--- src/rtl/rxps_pkg.sv ---
package rxps_pkg;
  typedef enum logic [0:0] {
    SC_IDLE = 1'b0,
    SC_SCAN = 1'b1
  } scan_state_e;

  typedef enum logic [1:0] {
    EV_NEXT = 2'd0,
    EV_HIT  = 2'd1,
    EV_STOP = 2'd2
  } pool_verdict_e;
endpackage

--- src/rtl/rxps_fit_eval.sv ---
module rxps_fit_eval
  import rxps_pkg::*;
#(
  parameter int NUM_POOLS = 4,
  parameter int LEN_W     = 11,
  parameter int SIZE_W    = 12,
  localparam int IDX_W    = $clog2(NUM_POOLS),
  localparam int CMP_W    = (LEN_W > SIZE_W) ? LEN_W : SIZE_W
) (
  input  logic [NUM_POOLS-1:0]        pool_en,
  input  logic [NUM_POOLS-1:0]        pool_avail,
  input  logic [NUM_POOLS*SIZE_W-1:0] pool_size,
  input  logic [LEN_W-1:0]            len_q,
  input  logic [IDX_W-1:0]            idx,
  output pool_verdict_e               verdict
);
  logic [NUM_POOLS-1:0] fits;
  logic [CMP_W-1:0]     len_ext;

  assign len_ext = CMP_W'(len_q);

  // one size comparator per pool
  for (genvar p = 0; p < NUM_POOLS; p++) begin : g_pool
    logic [CMP_W-1:0] size_ext;
    assign size_ext = CMP_W'(pool_size[p*SIZE_W +: SIZE_W]);
    assign fits[p]  = pool_avail[p] && (size_ext >= len_ext);
  end

  always_comb begin
    if (!pool_en[idx])   verdict = EV_STOP;
    else if (fits[idx])  verdict = EV_HIT;
    else                 verdict = EV_NEXT;
  end
endmodule

--- src/rtl/rxps_scan_ctrl.sv ---
module rxps_scan_ctrl
  import rxps_pkg::*;
#(
  parameter int NUM_POOLS = 4,
  parameter int LEN_W     = 11,
  localparam int IDX_W    = $clog2(NUM_POOLS),
  localparam logic [IDX_W-1:0] LAST_IDX = IDX_W'(NUM_POOLS - 1)
) (
  input  logic             clk,
  input  logic             rst_n,
  input  logic             req_valid,
  input  logic [LEN_W-1:0] req_len,
  input  pool_verdict_e    verdict,
  output logic             req_ready,
  output logic             busy,
  output logic [IDX_W-1:0] idx,
  output logic [LEN_W-1:0] len_q,
  output logic             finish,
  output logic             finish_miss
);
  scan_state_e state;

  assign busy        = (state == SC_SCAN);
  assign req_ready   = (state == SC_IDLE);
  assign finish      = busy && ((verdict != EV_NEXT) || (idx == LAST_IDX));
  assign finish_miss = (verdict != EV_HIT);

  always_ff @(posedge clk) begin
    if (!rst_n) begin
      state <= SC_IDLE;
      idx   <= '0;
      len_q <= '0;
    end else begin
      unique case (state)
        SC_IDLE: if (req_valid) begin
          state <= SC_SCAN;
          idx   <= '0;
          len_q <= req_len;
        end
        SC_SCAN: begin
          if (finish) state <= SC_IDLE;
          else        idx   <= idx + 1'b1;
        end
        default: state <= SC_IDLE;
      endcase
    end
  end

  // the length under search never moves mid-search
  a_r9_len_held: assert property (@(posedge clk) disable iff (!rst_n)
    (busy && $past(busy)) |-> $stable(len_q));

  // an accepted request cannot finish in the very next cycle's edge
  a_r3_no_zero_latency: assert property (@(posedge clk) disable iff (!rst_n)
    (req_valid && req_ready) |=> !req_ready);
endmodule

--- src/rtl/rxps_result_reg.sv ---
module rxps_result_reg #(
  parameter int NUM_POOLS = 4,
  localparam int IDX_W    = $clog2(NUM_POOLS)
) (
  input  logic             clk,
  input  logic             rst_n,
  input  logic             finish,
  input  logic             finish_miss,
  input  logic             busy,
  input  logic [IDX_W-1:0] idx,
  output logic             done,
  output logic [IDX_W-1:0] sel_idx,
  output logic             no_buf
);
  always_ff @(posedge clk) begin
    if (!rst_n) begin
      done    <= 1'b0;
      sel_idx <= '0;
      no_buf  <= 1'b0;
    end else begin
      done <= finish;
      if (finish) begin
        no_buf  <= finish_miss;
        sel_idx <= finish_miss ? '0 : idx;
      end
    end
  end

  // strobe lasts a single cycle
  a_r8_done_single: assert property (@(posedge clk) disable iff (!rst_n)
    done |=> !done);

  // a result only follows a cycle in which a pool was examined
  a_r3_done_after_scan: assert property (@(posedge clk) disable iff (!rst_n)
    done |-> $past(busy));
endmodule

--- src/rtl/rx_pool_select.sv ---
module rx_pool_select #(
  parameter int NUM_POOLS = 4,
  parameter int LEN_W     = 11,
  parameter int SIZE_W    = 12,
  localparam int IDX_W    = $clog2(NUM_POOLS)
) (
  input  logic                        clk,
  input  logic                        rst_n,
  input  logic                        req_valid,
  output logic                        req_ready,
  input  logic [LEN_W-1:0]            req_len,
  input  logic [NUM_POOLS-1:0]        pool_en,
  input  logic [NUM_POOLS-1:0]        pool_avail,
  input  logic [NUM_POOLS*SIZE_W-1:0] pool_size,
  output logic                        done,
  output logic [IDX_W-1:0]            sel_idx,
  output logic                        no_buf
);
  import rxps_pkg::*;

  pool_verdict_e    verdict;
  logic             busy;
  logic [IDX_W-1:0] idx;
  logic [LEN_W-1:0] len_q;
  logic             finish;
  logic             finish_miss;

  rxps_fit_eval #(
    .NUM_POOLS(NUM_POOLS), .LEN_W(LEN_W), .SIZE_W(SIZE_W)
  ) u_eval (
    .pool_en(pool_en), .pool_avail(pool_avail), .pool_size(pool_size),
    .len_q(len_q), .idx(idx), .verdict(verdict)
  );

  rxps_scan_ctrl #(
    .NUM_POOLS(NUM_POOLS), .LEN_W(LEN_W)
  ) u_ctrl (
    .clk(clk), .rst_n(rst_n), .req_valid(req_valid), .req_len(req_len),
    .verdict(verdict), .req_ready(req_ready), .busy(busy), .idx(idx),
    .len_q(len_q), .finish(finish), .finish_miss(finish_miss)
  );

  rxps_result_reg #(
    .NUM_POOLS(NUM_POOLS)
  ) u_res (
    .clk(clk), .rst_n(rst_n), .finish(finish), .finish_miss(finish_miss),
    .busy(busy), .idx(idx), .done(done), .sel_idx(sel_idx), .no_buf(no_buf)
  );

  // a miss never carries an index
  a_r8_miss_index_zero: assert property (@(posedge clk) disable iff (!rst_n)
    (done && no_buf) |-> (sel_idx == '0));

  // ready drops right after a handshake
  a_r2_ready_drops: assert property (@(posedge clk) disable iff (!rst_n)
    (req_valid && req_ready) |=> (!req_ready && !done));
endmodule

--- config.mk ---
export PLATFORM = sky130hd
export DESIGN_NAME = rx_pool_select
export DESIGN_NICKNAME = d
export VERILOG_FILES = /design/src/rtl/rxps_pkg.sv /design/src/rtl/rxps_fit_eval.sv /design/src/rtl/rxps_scan_ctrl.sv /design/src/rtl/rxps_result_reg.sv /design/src/rtl/rx_pool_select.sv
export SDC_FILE = /design/constraint.sdc
export NUM_CORES = 1
export LEC_CHECK = 0
export ABC_AREA = 1
export ABC_CLOCK_PERIOD_IN_PS = 5050
export CAP_MARGIN = 20
export CORE_ASPECT_RATIO = 0.8
export CORE_MARGIN = 8
export CORE_UTILIZATION = 40
export CTS_CLUSTER_SIZE = 14
export DETAILED_ROUTE_END_ITERATION = 8
export PLACE_DENSITY = 0.74
export SYNTH_ARGS = -nofsm -noshare
export SYNTH_HDL_FRONTEND = slang
export SYNTH_HIERARCHICAL = 1
export SYNTH_SLANG_ARGS = --single-unit
--- constraint.sdc ---
create_clock -name clk -period 5.05 [get_ports clk]
set_input_delay 0.7575 -clock clk [delete_from_list [all_inputs] [get_ports clk]]
set_output_delay 0.7575 -clock clk [all_outputs]
set_load 0.01 [all_outputs]
==> results of run 1 <==
-- flip-flops by register name, indices dropped and copies added, names as in the netlist --
name	flops
u_ctrl/busy	1
u_res/no_buf	1
u_res/sel_idx	2
u_res/done	1
u_ctrl/len_q	11
u_ctrl/idx	2
-- cells by family after synthesis --
family / Yosys count / share of synthesized area [%]
buffers and inverters: 54 / 11.5
adder cells (fa/ha/maj): 45 / 29.3
AND/OR/NAND/NOR: 143 / 32.1
flip-flops: 18 / 18.7
AO/OA/AOI/OAI: 31 / 8.33
-- cells in the mapped netlist (all sizes together) --
| library cell | instances | area share, % |
|---|---|---|
| a21oi | 18 | 4.7 |
| buf | 3 | 1.6 |
| nor3 | 1 | 0.26 |
| inv | 51 | 10 |
| a32o | 1 | 0.52 |
| nand2 | 67 | 14 |
| o21ai | 12 | 3.1 |
| nand3 | 15 | 4.4 |
| nand4 | 3 | 0.98 |
| nand3b | 5 | 2.0 |
| or2 | 4 | 1.3 |
| nor2 | 48 | 9.6 |
| dfxtp | 18 | 19 |
| ha | 45 | 29 |
-- power by group --
group,total [µW],internal (µW),leakage [µW],switching [µW]
logic,205,107,0.00117,97.7
clock network,93.4,52.7,0.0000216,40.7
registers,159,152,0.000148,7.22
total,458,312,0.00134,146
-- stage by stage --
step	cells	worst slack (ns)	hold slack (ns)	power (µW)
global placement	422	2.16	0.459	361
global route	425	2.04	0.501	502
CTS	425	2.32	0.473	463
finish	425	2.32	0.468	458
floorplan	291	2.70	0.453	282
detailed placement	422	2.07	0.463	368
-- cell type report --
cell class	count	area share, %
clock buffers	3	1.50
inverters	51	6.96
multi-input cells	219	48.8
flip-flops and latches	18	13.1
well taps	60	2.73
repair buffers	74	26.9
-- routing by layer --
metal  share of wire [%]  vias to the layer above  routed length (µm)  global-route usage [%]
li1                    -                     1077                   -                       -
met1                  50                      829                2490                    17.9
met2                  46                       41                2290                    23.8
met3                 3.9                        2                 194                    2.00
met4                0.32                        0                  16                    2.41
met5                   0                        -                   0                       0
-- worst max-delay path, delay by kind of cell --
kind                     cells  cell delay (ns)
buffers and inverters        4             0.63
adder cells (fa/ha/maj)      1             0.32
AO/OA/AOI/OAI                1             0.30
AND/OR/NAND/NOR             11             0.84
-- final timing paths --
path	slack, ns	endpoint	cells after the start
hold / removal	0.47	u_res/sel_idx[1]	2
setup reg to reg	2.76	u_res/no_buf	17
hold reg to reg	0.47	u_res/sel_idx[1]	2
setup / recovery	2.32	u_res/no_buf	17
==> flow_summary_export.csv, run 1 <==
group,metric,value,unit
floorplanning,die_width,93.5,µm
cts,htree_levels,1,
drt,drt_iter0_drc,47,
finish,fin_area,2750,µm²
synth,ys_seq_area_share,18.7,%
finish,mostFrequentLayoutCell,"clkdlybuf4s50_1",
drt,vias,1949,
synth,ys_types,24,
placement,dp_hpwl,4.44,mm
finish,most-common-layout-cells,"clkdlybuf4s50_1, nand2_1, nor2_1, inv_1, ha_1",
placement,gp_congestion,0.830,
drt,ant_nets,0,
placement,place_area,2710,µm²
setup_path,critPathRequiredTime,5.18,ns
finish,num_antenna_cells,0,
cts,post-cts-setup-buffer-count,0,
synth,synthCells,291,
synth,syn_nets,406,
setup_path,path_class,"input port to register",
global_routing,grt_usage,13.8,%
drt,drt_wl_total,4.99,mm
min_path,hp-class,"register to register",
setup_path,crit_path_top_delay_cell,"clkdlybuf4s50_1",
timing,finalClockSkew,0.000707,ns
finish,utilization,59.8,%
finish,drive_above_1_share,4.11,%
timing,drv_slew,0,
cts,cts_resized,0,
timing,finalSetupViolCount,0,
timing,fmax,0.366,GHz
setup_path,cp_data_arrival_time,2.87,ns
cts,clk_path_buf_depth,2,
flow_run,drv_cap,0,
timing,min_period,2.73,ns
setup_path,critical-path-max-stage-delay,0.40,ns
finish,multiInputGateArea,1340,µm²
synth,synth_area,1920,µm²
finish,nets,482,
floorplanning,start_util,41.8,%
global_routing,gr-total-overflow,0,
setup_path,crit_path_end_kind,"register",
floorplanning,io_pins,75,
pwr,ir_drop,0.000175,V
global_routing,grt_max_degree,17,
synth,ys_ff_latch,18,
global_routing,antenna_found_initial,0,
cts,root_buffer,"clkbuf_8",
finish,synthToLayoutAreaGrowth,43.0,%
setup_path,startpoint,"pool_size[22]",
run_status,status,"complete, no violations",
finish,fill_cells,448,
drt,drc,0,
synth,yosysWarnings,6,
cts,hold_buffers,0,
setup_path,worst_setup_path_start_kind,"input port",
cts,clock_latency,0.24,ns
placement,numPortBuffers,74,
setup_path,r2r_start,"u_ctrl/len_q[10]",
global_routing,grt_pass1_wl,8.44,mm
timing,tightest_slew,0.421,ns
synth,avgSynthCellArea,6.61,µm²
floorplanning,rows,22,
floorplanning,die_height,78.0,µm
drt,via_per_inst,4.59,
cts,cts_sinks,18,
cts,clk_pin_slew,0.06,ns
setup_path,cp_max_fo,5,
pwr,p_leak,0.00134,µW
timing,hold_viol_final,0,
drt,post_drt_wl_per_cell,11.7,µm
global_routing,grt_pass1_vias,1927,
min_path,min_from,"u_res/sel_idx[1]",
timing,slew_headroom,71.8,%
timing,finalSetupTns,0,ns
floorplanning,fp.dieArea,7300,µm²
pwr,power_density,166,nW/µm²
setup_path,crit_chain,"clkdlybuf4s50_1 -> ha_1 -> inv_2 -> nor2_2 -> nand3b_1 -> nor2_1 -> nand2_1 -> nand2_1 -> nand2_1 -> nand3_2 -> nand2_2 -> nor2_2 -> inv_1 -> a21oi_1 -> inv_1 -> nor2_1 -> nor2_1",
cts,cts-buffers-inserted,3,
floorplanning,core_area,4600,µm²
drt,first_pass_iters,4,
finish,seq_area,360,µm²
cts,cts_tree,"yes",
timing,rsz0062_at_grt,"no",
timing,timing.final.crit_share,54.1,%
No activity file was read; power rests on OpenSTA's default activity.
==> inputs of run 2 (changes only) <==
ABC_CLOCK_PERIOD_IN_PS = 2320   (was 5050)
PLACE_DENSITY = 0.77   (was 0.74)
clock period = 2.32 ns   (was 5.05 ns; I/O delays follow)
==> run 2 against run 1 <==
Register-to-register slack worse by 2.5 ns. Clock skew hardly changed. Cell count is 0.94% higher. Flip-flop and latch count unchanged. Sequential power increased by 120%. Routed wire length is 0.68% higher. Die area is the same. Total power grew 130%. First-iteration DRC count down 51%. Clock power grew to 2.6 times the previous value.
==> flow_summary_export.csv, run 2 (synthesis gave the netlist of run 1 again) <==
group,metric,value,unit
finish,drive_above_1_share,8.67,%
timing,fmax,0.466,GHz
pwr,p_int,729,µW
drt,first_pass_iters,4,
finish,mostFrequentLayoutCell,"clkdlybuf4s50_1",
cts,clk_path_buf_depth,2,
floorplanning,core_area,4600,µm²
timing,timing.final.crit_share,92.4,%
setup_path,crit_path_end_kind,"register",
finish,num_antenna_cells,0,
timing,finalClockSkew,0.000467,ns
flow_run,drv_cap,0,
cts,clock_latency,0.25,ns
floorplanning,rows,22,
pwr,pwr-share-clk,23.1,%
finish,nets,485,
drt,vias,1978,
pwr,ir_drop,0.000390,V
floorplanning,die_width,93.5,µm
placement,dp_cells,425,
timing,min_period,2.14,ns
global_routing,antenna_found_initial,0,
setup_path,path_class,"input port to register",
pwr,combPwrFrac,44.1,%
setup_path,crit_path_top_delay_cell,"clkdlybuf4s50_1",
timing,drv_slew,0,
setup_path,cp_data_arrival_time,2.29,ns
timing,slew_headroom,70.9,%
global_routing,grt_pass1_vias,1932,
pwr,p_sw,330,µW
drt,ant_nets,0,
pwr,power.share.switching,31.1,%
setup_path,critical-path-max-stage-delay,0.41,ns
cts,htree_levels,1,
cts,clk_pin_slew,0.06,ns
cts,cts_sinks,18,
finish,final-instance-count-excl-fill,429,
setup_path,cpMostUsedCell,"nand2_1",
timing,finalSetupTns,0,ns
finish,top_regs,"u_ctrl/len_q x11, u_ctrl/idx x2, u_res/sel_idx x2",
global_routing,grt_max_degree,17,
pwr,p_leak,0.00139,µW
drt,post_drt_wl_per_cell,11.7,µm
setup_path,critPathRequiredTime,2.46,ns
finish,top_register,"u_ctrl/len_q",
cts,cts-buffers-inserted,3,
floorplanning,die_height,78.0,µm
drt,drt_wl_total,5.03,mm
timing,hold_viol_final,0,
finish,most-common-layout-cells,"clkdlybuf4s50_1, nand2_1, nor2_1",
min_path,hp-class,"register to register",
global_routing,grt_usage,13.9,%
finish,largest_reg_flops,11,
drt,via_per_inst,4.61,
finish,synthToLayoutAreaGrowth,49.1,%
cts,hold_buffers,0,
placement,gp_congestion,0.761,
drt,drt_iter0_drc,23,
setup_path,cp_num_buf_inv,4,
setup_path,worst_setup_path_start_kind,"input port",
global_routing,grt_pass1_wl,8.41,mm
cts,cts_tree,"yes",
setup_path,cp_max_fo,5,
pwr,seq_power_share,32.8,%
pwr,power_density,369,nW/µm²
global_routing,gr-total-overflow,0,
cts,root_buffer,"clkbuf_8",
floorplanning,start_util,41.8,%
timing,hold_ws,0.483,ns
placement,dp_hpwl,4.46,mm
setup_path,crit_family,"simple AND/OR/NAND/NOR gates",
floorplanning,fp.dieArea,7300,µm²
floorplanning,io_pins,75,
run_status,status,"complete, no violations",
timing,finalSetupViolCount,0,
setup_path,crit_chain,"clkdlybuf4s50_1 -> ha_1 -> nand2_1 -> nand3b_1 -> nor2_1 -> nand2_1 -> nand2_1 -> nand2_1 -> nand3_2 -> nand2_2 -> nor2_2 -> inv_1 -> a21oi_1 -> buf_4 -> inv_2 -> nor2_1 -> nor2_1",
drt,drc,0,
timing,tightest_slew,0.435,ns
placement,numPortBuffers,74,
run 2: changes by cell type in the layout (fill, tap and decap cells not counted), sizes merged:
cell / before / now
buf: 0 / 3
clkbuf: 3 / 4
dlymetal6s2s: 0 / 4
clkdlybuf4s50: 74 / 70
run 2: path summary, 6_finish.rpt:
path                                       start          endpoint  slack, ns  depth (start not counted)
worst min register to register  u_res/sel_idx[1]  u_res/sel_idx[1]       0.48                          2
worst max-delay path               pool_size[19]      u_res/no_buf       0.18                         17
worst max register to register   u_ctrl/len_q[7]      u_res/no_buf       0.22                         17
worst min-delay path            u_res/sel_idx[1]  u_res/sel_idx[1]       0.48                          2
run 2: tightest hold or removal path, cell delays in order, from the launching register on:
cell,delay [ns]
dfxtp_1,0.31
nand2_1,0.08
a21oi_2,0.05
run 2: timing repair:
item	in CTS	in global routing
setup endpoints to repair	0	4
gates resized for setup	0	18
buffers inserted	0	0
run 2: metal layers:
metal	wire, µm	track usage, %	vias up
met4	43	3.37	0
li1	-	-	1088
met5	0	0	-
met3	280	3.04	5
met1	2340	17.0	842
met2	2360	24.1	43
run 2: cell type report:
type / count / area (µm²)
Fill cell: 402 / 1730
Multi-Input combinational cell: 219 / 1410
Timing Repair Buffer: 77 / 773
Sequential cell: 18 / 360
Inverter: 51 / 191
Tap cell: 60 / 75.1
Clock buffer: 4 / 55.1
run 2: metrics by stage:
stage,area [µm²],util (%),setup WS (ns),total power [µW]
floorplan,1920,-,0.338,613
global placement,2730,59.4,-0.0886,790
detailed placement,2730,59.4,-0.148,808
CTS,2790,60.6,0.110,1060
global route,2870,62.4,-0.00476,1150
finish,2870,62.4,0.176,1060
run 2: power by group through the flow:
stage                     clock network [µW]  registers [µW]  logic [µW]
after floorplan                            0             350         262
after global routing                     267             351         537
after global placement                     0             353         438
final                                    245             347         467
after detailed placement                   0             354         454
after CTS                                254             347         457
==> inputs of run 3 (changes only) <==
CORE_MARGIN = 2   (was 8)
==> run 3 against run 2 <==
Clock skew rose by 0.0043 ns. Global-route usage rose by 4.3 points. Clock-buffer cell count did not move. Largest cell class unchanged. Total power rose by 1.9%. Routed wire length fell by 3.1%. Final area rose by 0.13%. Via count rose by 1.4%.
==> flow_summary_export.csv, run 3 (synthesis gave the netlist of run 1 again) <==
group,metric,value,unit
run_status,status,"complete, no violations",
drt,first_pass_iters,4,
flow_run,drv_cap,0,
drt,ant_nets,0,
floorplanning,die_width,81.5,µm
min_path,hp-class,"register to register",
floorplanning,rows,22,
cts,root_buffer,"clkbuf_8",
floorplanning,start_util,41.8,%
cts,cts-buffers-inserted,3,
timing,timing.final.crit_share,95.3,%
timing,finalSetupTns,0,ns
finish,top_regs,"u_ctrl/len_q x11, u_ctrl/idx x2, u_res/sel_idx x2",
setup_path,cp_data_arrival_time,2.39,ns
pwr,power_density,376,nW/µm²
drt,post_drt_wl_per_cell,11.3,µm
finish,fin_area,2870,µm²
global_routing,gr-total-overflow,0,
cts,clk_path_buf_depth,2,
finish,drive_above_1_share,8.92,%
floorplanning,die_height,66.0,µm
setup_path,crit_path_top_delay_cell,"clkdlybuf4s50_1",
timing,fmax,0.452,GHz
cts,hold_buffers,0,
setup_path,cpMostUsedCell,"nand2_1",
setup_path,crit_path_end_kind,"register",
finish,largest_reg_flops,11,
floorplanning,io_pins,75,
setup_path,crit_family,"simple AND/OR/NAND/NOR gates",
setup_path,worst_setup_path_start_kind,"input port",
drt,drt_iter0_drc,86,
timing,hold_viol_final,0,
drt,vias,2006,
finish,utilization,62.5,%
finish,mostFrequentLayoutCell,"clkdlybuf4s50_1",
setup_path,cp_num_buf_inv,3,
setup_path,cp_max_fo,4,
timing,min_period,2.21,ns
global_routing,antenna_found_initial,0,
timing,finalClockSkew,0.00476,ns
placement,gp_congestion,0.773,
setup_path,critPathRequiredTime,2.50,ns
floorplanning,core_area,4600,µm²
finish,nets,486,
cts,cts_sinks,18,
timing,drv_slew,0,
finish,most-common-layout-cells,"clkdlybuf4s50_1, nand2_1, nor2_1",
drt,via_per_inst,4.67,
placement,numPortBuffers,74,
global_routing,grt_usage,18.2,%
placement,place_area,2730,µm²
cts,htree_levels,1,
cts,clock_latency,0.25,ns
global_routing,grt_pass1_wl,7.70,mm
global_routing,grt_pass1_vias,1864,
setup_path,critical-path-max-stage-delay,0.42,ns
finish,num_antenna_cells,0,
finish,synthToLayoutAreaGrowth,49.3,%
timing,slew_headroom,71.3,%
floorplanning,fp.dieArea,5380,µm²
pwr,ir_drop,0.000417,V
cts,cts_tree,"yes",
pwr,p_leak,0.00139,µW
placement,dp_hpwl,4.10,mm
setup_path,crit_chain,"clkdlybuf4s50_1 -> ha_1 -> nand2_1 -> nand3b_1 -> nor2_1 -> nand2_1 -> nand2_1 -> nand2_1 -> nand3_2 -> nand2_2 -> nor2_2 -> inv_2 -> a21oi_2 -> buf_4 -> nand3_1 -> a21oi_1",
finish,top_register,"u_ctrl/len_q",
drt,drt_wl_total,4.87,mm
cts,clk_pin_slew,0.07,ns
timing,tightest_slew,0.429,ns
global_routing,grt_max_degree,17,
timing,finalSetupViolCount,0,
setup_path,path_class,"input port to register",
finish,fill_cells,423,
drt,drc,0,
==> run 3: cell count changes in the layout (fill, tap and decap cells not counted) <==
cell / change
a21oi_1: -1
a21oi_2: +1
buf_4: +1
clkdlybuf4s50_1: +1
dlymetal6s2s_1: -1
nand3_1: +1
nand3_2: -1
==> run 3: where the power goes <==
group	leakage [µW]	switching [µW]	internal (µW)
combinational	0.00121	227	254
sequential	0.000148	16.4	331
clock	0.0000288	99.8	151
total	0.00139	344	735
==> run 3: worst register-to-register path, stage by stage (launching register included) <==
cell and delay (ns):
dfxtp_1 0.34, inv_2 0.10, ha_4 0.29, inv_2 0.03, nor2_2 0.09, nand3b_1 0.11
nor2_1 0.12, nand2_1 0.06, nand2_1 0.06, nand2_1 0.05, nand3_2 0.07, nand2_2 0.05
nor2_2 0.09, inv_2 0.06, a21oi_2 0.16, buf_4 0.14, nand3_1 0.08, a21oi_1 0.17
==> run 3: metal layers <==
metal / vias to the layer above / global-route usage [%] / wire (µm)
li1: 1090 / - / -
met1: 864 / 22.9 / 2190
met2: 48 / 32.8 / 2380
met3: 4 / 1.50 / 254
met4: 0 / 5.72 / 44
met5: - / 0 / 0
==> run 3: layout make-up <==
type                            instances  area (µm²)  share of cell area (%)
Multi-Input combinational cell        219        1410                    49.2
Clock buffer                            4        55.1                    1.92
Sequential cell                        18         360                    12.5
Tap cell                               60        75.1                    2.61
Timing Repair Buffer                   78         778                    27.1
Inverter                               51         191                    6.67
==> run 3: repair_timing <==
| action | CTS | global route |
|---|---|---|
| hold endpoints to repair | 0 | 0 |
| resized for setup | 0 | 17 |
| endpoints found under the setup margin | 0 | 4 |
| setup buffers | 0 | 1 |
==> run 3: worst paths after layout <==
check                   start               end  slack (ns)  cells past startpoint
max             pool_size[19]  u_res/sel_idx[0]        0.11                     16
min          u_res/sel_idx[1]  u_res/sel_idx[1]        0.48                      2
max reg2reg  u_ctrl/len_q[10]  u_res/sel_idx[0]        0.17                     17
min reg2reg  u_res/sel_idx[1]  u_res/sel_idx[1]        0.48                      2
==> run 3: metrics by stage <==
| stage | hold slack (ns) | std cells | setup slack (ns) | power (µW) |
|---|---|---|---|---|
| floorplan | 0.446 | 291 | 0.338 | 613 |
| detailed placement | 0.464 | 425 | -0.123 | 812 |
| CTS | 0.474 | 429 | 0.135 | 1060 |
| finish | 0.477 | 430 | 0.108 | 1080 |
| global placement | 0.455 | 425 | -0.0889 | 790 |
| global route | 0.495 | 430 | -0.0320 | 1170 |
